==> config.mk <==
export PLATFORM = sky130hd
export DESIGN_NAME = brg_top
export DESIGN_NICKNAME = d
export VERILOG_FILES = /design/src/rtl/brg_pkg.sv /design/src/rtl/brg_tc_regs.sv /design/src/rtl/brg_down_counter.sv /design/src/rtl/brg_toggle.sv /design/src/rtl/brg_top.sv
export SDC_FILE = /design/constraint.sdc
export NUM_CORES = 1
export LEC_CHECK = 0
export ABC_CLOCK_PERIOD_IN_PS = 6700
export BUFFER_PORTS_ARGS = -buffer_cell sky130_fd_sc_hd__buf_2
export CORE_MARGIN = 2
export CORE_UTILIZATION = 63
export DETAILED_ROUTE_END_ITERATION = 10
export PLACE_DENSITY = 0.9
export SLEW_MARGIN = 20
export SYNTH_ARGS = -nofsm -noshare
export SYNTH_HDL_FRONTEND = slang
export SYNTH_SLANG_ARGS = --single-unit
==> constraint.sdc <==
create_clock -name clk -period 6.7 [get_ports clk]
set_clock_uncertainty 0.1 [all_clocks]
set_input_delay 0.67 -clock clk [delete_from_list [all_inputs] [get_ports clk]]
set_output_delay 0.67 -clock clk [all_outputs]
set_load 0.02 [all_outputs]
==> src/rtl/brg_pkg.sv <==
package brg_pkg;
  typedef enum logic [0:0] {
    TC_BYTE_LO = 1'b0,
    TC_BYTE_HI = 1'b1
  } tc_byte_e;

  localparam int unsigned TC_BYTES = 2;
endpackage

==> src/rtl/brg_tc_regs.sv <==
module brg_tc_regs
  import brg_pkg::*;
#(
  parameter int unsigned BYTE_W = 8,
  localparam int unsigned TC_W = BYTE_W * TC_BYTES
) (
  input  logic              clk,
  input  logic              rst_n,
  input  logic [TC_BYTES-1:0] wr_stb,
  input  logic [BYTE_W-1:0] wr_data,
  output logic [TC_W-1:0]   tc
);
  for (genvar b = 0; b < TC_BYTES; b++) begin : g_byte
    logic [BYTE_W-1:0] byte_q;
    always_ff @(posedge clk or negedge rst_n) begin
      if (!rst_n)         byte_q <= '0;
      else if (wr_stb[b]) byte_q <= wr_data;
    end
    assign tc[b*BYTE_W +: BYTE_W] = byte_q;
  end
endmodule

==> src/rtl/brg_down_counter.sv <==
module brg_down_counter #(
  parameter int unsigned TC_W = 16
) (
  input  logic            clk,
  input  logic            rst_n,
  input  logic            en,
  input  logic [TC_W-1:0] tc,
  output logic [TC_W-1:0] cnt,
  output logic            armed,
  output logic            reload_ph,
  output logic            reload_fire
);
  always_ff @(posedge clk or negedge rst_n) begin
    if (!rst_n) begin
      cnt       <= '0;
      armed     <= 1'b0;
      reload_ph <= 1'b0;
    end else if (!en) begin
      armed <= 1'b0;
    end else if (!armed) begin
      cnt       <= tc;
      armed     <= 1'b1;
      reload_ph <= 1'b0;
    end else if (reload_ph) begin
      cnt       <= tc;
      reload_ph <= 1'b0;
    end else if (cnt == '0) begin
      reload_ph <= 1'b1;
    end else begin
      cnt <= cnt - 1'b1;
    end
  end

  assign reload_fire = en & armed & reload_ph;
endmodule

==> src/rtl/brg_toggle.sv <==
module brg_toggle (
  input  logic clk,
  input  logic rst_n,
  input  logic flip,
  output logic q
);
  always_ff @(posedge clk or negedge rst_n) begin
    if (!rst_n)    q <= 1'b0;
    else if (flip) q <= ~q;
  end
endmodule

==> src/rtl/brg_top.sv <==
module brg_top
  import brg_pkg::*;
#(
  parameter int unsigned BYTE_W = 8,
  localparam int unsigned TC_W = BYTE_W * TC_BYTES
) (
  input  logic              clk,
  input  logic              rst_n,
  input  logic              en,
  input  logic              wr_lo,
  input  logic              wr_hi,
  input  logic [BYTE_W-1:0] wr_data,
  output logic              brg_out
);
  logic [TC_BYTES-1:0] wr_stb;
  logic [TC_W-1:0]     tc_val;
  logic [TC_W-1:0]     cnt_q;
  logic                armed_q;
  logic                reload_q;
  logic                fire;

  always_comb begin
    wr_stb             = '0;
    wr_stb[TC_BYTE_LO] = wr_lo;
    wr_stb[TC_BYTE_HI] = wr_hi;
  end

  brg_tc_regs #(.BYTE_W(BYTE_W)) u_regs (
    .clk(clk), .rst_n(rst_n), .wr_stb(wr_stb), .wr_data(wr_data), .tc(tc_val)
  );

  brg_down_counter #(.TC_W(TC_W)) u_cnt (
    .clk(clk), .rst_n(rst_n), .en(en), .tc(tc_val), .cnt(cnt_q),
    .armed(armed_q), .reload_ph(reload_q), .reload_fire(fire)
  );

  brg_toggle u_tgl (
    .clk(clk), .rst_n(rst_n), .flip(fire), .q(brg_out)
  );
endmodule

==> out/summary.md <==
The run finished with clean final reports. In the final routed layout, each cell accounts on average for 18.0 µm. Relative to the synthesized area, the layout overhead comes to 5.82%.

Across all setup checks in the final design, the least slack found is 4.12 ns. Data on the critical path is required at its endpoint by 6.87 ns. Counting flops and latches in the post-synthesis netlist gives 35. The number of hold buffers added after CTS was 0.

After legalization and detailed placement, the total HPWL measured 2750 µm. The run gives 54.3% as the part of the total power dissipated in sequential elements. The worst setup path is launched from a flip-flop. The hold violation total from the final report was 0. The tools report the initial standard-cell utilization of the core as 66.0%.

The number of buffers and inverters on the critical path was 0; the remaining design rule violation count was 0. The analysis attributes to net switching a power of 0.149 mW. The mapped netlist covers 1810 µm². The weighted congestion reported at the end of routability-driven placement is 0.884. The logs give 1,368 for the number of global-route vias before repair and 3310 µm² for the die outline area.

The tools report the total wirelength of the detailed-routed design as 3840 µm. For this run, the number of Yosys warnings is 0. The run gives 176 as the cell count after synthesis. Cells fill 69.9% of the core in the end. The count of endpoints failing setup in the final report came out at 0. The design draws 0.495 mW. Across the VDD grid, the largest voltage drop is 175 µV. Setup total negative slack on the finished layout was measured at 0 ns. The root buffer cell chosen for the clock tree is clkbuf_4. The die height came out at 57.5 µm. The critical path start-end classification is reg2reg.

The first global-routing pass estimated 6600 µm of wire. After global routing the overflow that remains totals 0. The measured slew at the worst slew-check pin is 0.998 ns, and the per-cell via count in the routed design is 6.76. The logs give 26.1% for the overall track demand over capacity in global routing and 2730 µm² for the area of the placeable core. For the number of antenna violations at the first check in global routing, the log shows 0. Clock-pin slew was measured on the worst setup and hold paths at 0.11 ns. Counting every net in the synthesized netlist gives 190. The length in cells of the worst reg-to-reg path is 4. The count of buffers added on input and output ports is 13.

After clock tree synthesis, the repair step resized 0 gates. Across all layers, the routed design uses 1,439 vias. The power density of the placed cells came out at 259 nW/µm². The worst setup slack after placement was 4.18 ns; the portion of total power attributed to combinational logic was 20.2%. The number of sinks driven by the clock tree came out at 35. Switching part of the total: 30.2%.

The terminus of the critical flop-to-flop path is u_cnt.cnt[1]. The static power due to leakage is 0.791 nW. The reg-to-reg critical path startpoint is u_cnt.reload_ph. 0 antenna diodes ended up in the layout. STA classifies the critical path endpoint as a flip-flop. In this run the number of H-tree levels came out at 2. The cell family contributing the most delay on the critical path is simple AND/OR/NAND/NOR gates. The number of maximum-capacitance constraint violations came out at 0. For the maximum clock frequency, the log shows 388 MHz. Buffers added to address setup during post-CTS repair amount to 0. The pin count of the biggest net entering global routing was 36; the net count of the finished layout was 195.

The run gives 19 as the number of placement rows. The tools report the share of power burned in the clock network as 25.5%. Setup repair after global routing left no endpoint under its margin. The detailed router finished its first iteration with 75 violations.

For this run, the slowest stage of the critical path takes 0.77 ns. The internal power of the cells totals 0.345 mW. The slowest stage of the critical path is the or4_1 cell.

The pre-antenna-repair detailed-routing pass consisted of 4 iterations. The buffer levels on the longest clock path was 2. The count of nets left with antenna violations once routing finished came out at 0.

The post-route netlist has 22.5% of its cells at a drive strength greater than 1. The run gives 48.5% as the register area share after synthesis. The worst path uses 38.5% of the clock period.

The minimum clock period after layout is 2.58 ns. The worst hold path belongs to the class in2async. Each instance of the synthesized netlist takes up on average 10.3 µm². The max-slew violation count is 0, and the floorplan die width is 57.5 µm. In this run, CTS created clock tree buffers numbering 5. Traced cell by cell, the critical path runs through nand2b_1, or4_1, o21ai_4, mux2i_1. TritonCTS built the clock tree. For this design the top-level I/O count stands at 14. The worst path arrival time was 2.74 ns; the maximum net fanout on the critical path was 30. The count of cell types in the netlist is 42, and the clock latency on the worst-skew pair is 0.33 ns. Minimum setup slack among reg-to-reg paths: 4.12 ns. The worst pin sits at a relative slew slack of 33.5%.
-- through the flow --
stage | hold WS [ns] | cell area, µm² | cells
6_report | 0.282 | 1910 | 213
3_3_place_gp | 0.355 | 1840 | 205
5_1_grt | 0.346 | 1910 | 213
4_1_cts | 0.302 | 1910 | 213
3_5_place_dp | 0.358 | 1840 | 205
2_1_floorplan | 0.274 | 1810 | 176
-- worst reg2reg max path, stage by stage (launching register included) --
cell and delay, ns:
dfrtp_1 0.42, nand2b_1 0.61, or4_1 0.77, o21ai_4 0.39, mux2i_1 0.22
-- final cells by class --
cell class	instances	area [µm²]
Sequential cell	35	876
Multi-Input combinational cell	121	843
Fill cell	201	823
Clock buffer	8	68.8
Timing Repair Buffer	13	65.1
Tap cell	31	38.8
Inverter	5	18.8
-- registers in the layout (all words and copies together), names as in the netlist --
signal,flops
u_cnt.armed,1
u_cnt.reload_ph,1
u_tgl.q,1
u_regs.g_byte.byte_q,16
u_cnt.cnt,16
-- cells in the final DEF (no fill, tap or decap), types with 2 or more instances in the layout --
cell type,instances
nand2_1,10
nor2_1,10
o2bb2ai_1,5
or4_1,2
a22oi_1,2
or3_1,5
o21ai_0,11
o211ai_1,4
dfrtp_1,35
clkbuf_4,5
a21oi_1,10
o22ai_1,5
mux2i_1,2
inv_1,5
clkbuf_8,2
mux2_2,16
nor4_1,7
nor3_1,9
buf_2,13
a22o_1,2
-- metal layers --
metal	global-route usage [%]	vias up	part of all wire (%)
met3	5.67	11	7.7
met1	38.5	680	43
li1	-	669	-
met2	38.5	79	48
met5	0	-	0
met4	8.64	0	1.8
-- how the worst max path moves through the flow --
| stage | start | end | depth (start not counted) |
|---|---|---|---|
| final | u_cnt.reload_ph | u_cnt.cnt[1] | 4 |
| after global routing | u_cnt.reload_ph | u_cnt.cnt[1] | 4 |
| after CTS | u_cnt.cnt[1] | u_cnt.cnt[1] | 6 |
| after detailed placement | u_cnt.reload_ph | u_cnt.cnt[1] | 4 |
| after global placement | u_cnt.cnt[0] | u_cnt.cnt[1] | 6 |
| after floorplan | u_cnt.cnt[0] | u_cnt.cnt[10] | 8 |
-- logic make-up after synthesis --
group | Yosys count | synth area share, %
AO/OA/AOI/OAI | 51 | 20.0
XOR/XNOR | 1 | 0.485
buffers and inverters | 20 | 4.78
AND/OR/NAND/NOR | 50 | 14.4
multiplexers | 18 | 11.1
adder cells (fa/ha/maj) | 1 | 0.693
flip-flops | 35 | 48.5
-- cells in the mapped netlist (all sizes together) --
master | instances | share of area, %
o22a | 1 | 0.49
nor3 | 9 | 2.5
or4 | 3 | 1.5
a22o | 2 | 0.97
a41o | 1 | 0.55
mux2i | 2 | 1.1
or3b | 1 | 0.49
and2 | 1 | 0.35
nor4 | 7 | 2.4
o31ai | 1 | 0.42
a31oi | 1 | 0.35
dfrtp | 35 | 49
buf | 5 | 1.7
nor2b | 1 | 0.35
nand2b | 1 | 0.35
a31o | 1 | 0.49
a41oi | 1 | 0.49
o41ai | 1 | 0.49
a21oi | 10 | 2.8
nor2 | 10 | 2.1
o2bb2ai | 6 | 3.3
ha | 1 | 0.69
a211oi | 1 | 0.42
o21ai | 12 | 4.0
or3 | 5 | 1.7
nand2 | 10 | 2.1
nand3 | 1 | 0.28
mux2 | 16 | 10
o22ai | 6 | 2.4
o31a | 1 | 0.49
clkbuf | 10 | 2.1
inv | 5 | 1.0
o211ai | 4 | 1.7
a22oi | 2 | 0.83
xnor2 | 1 | 0.49
and3 | 1 | 0.35
-- power groups by stage --
stage	registers, mW	logic (mW)	clock network (mW)
6_report	0.268	0.0998	0.126
5_1_grt	0.272	0.111	0.139
2_1_floorplan	0.262	0.0782	0
3_5_place_dp	0.271	0.0985	0
3_3_place_gp	0.269	0.0933	0
4_1_cts	0.267	0.0988	0.132
(Power assumes the default switching activity.)
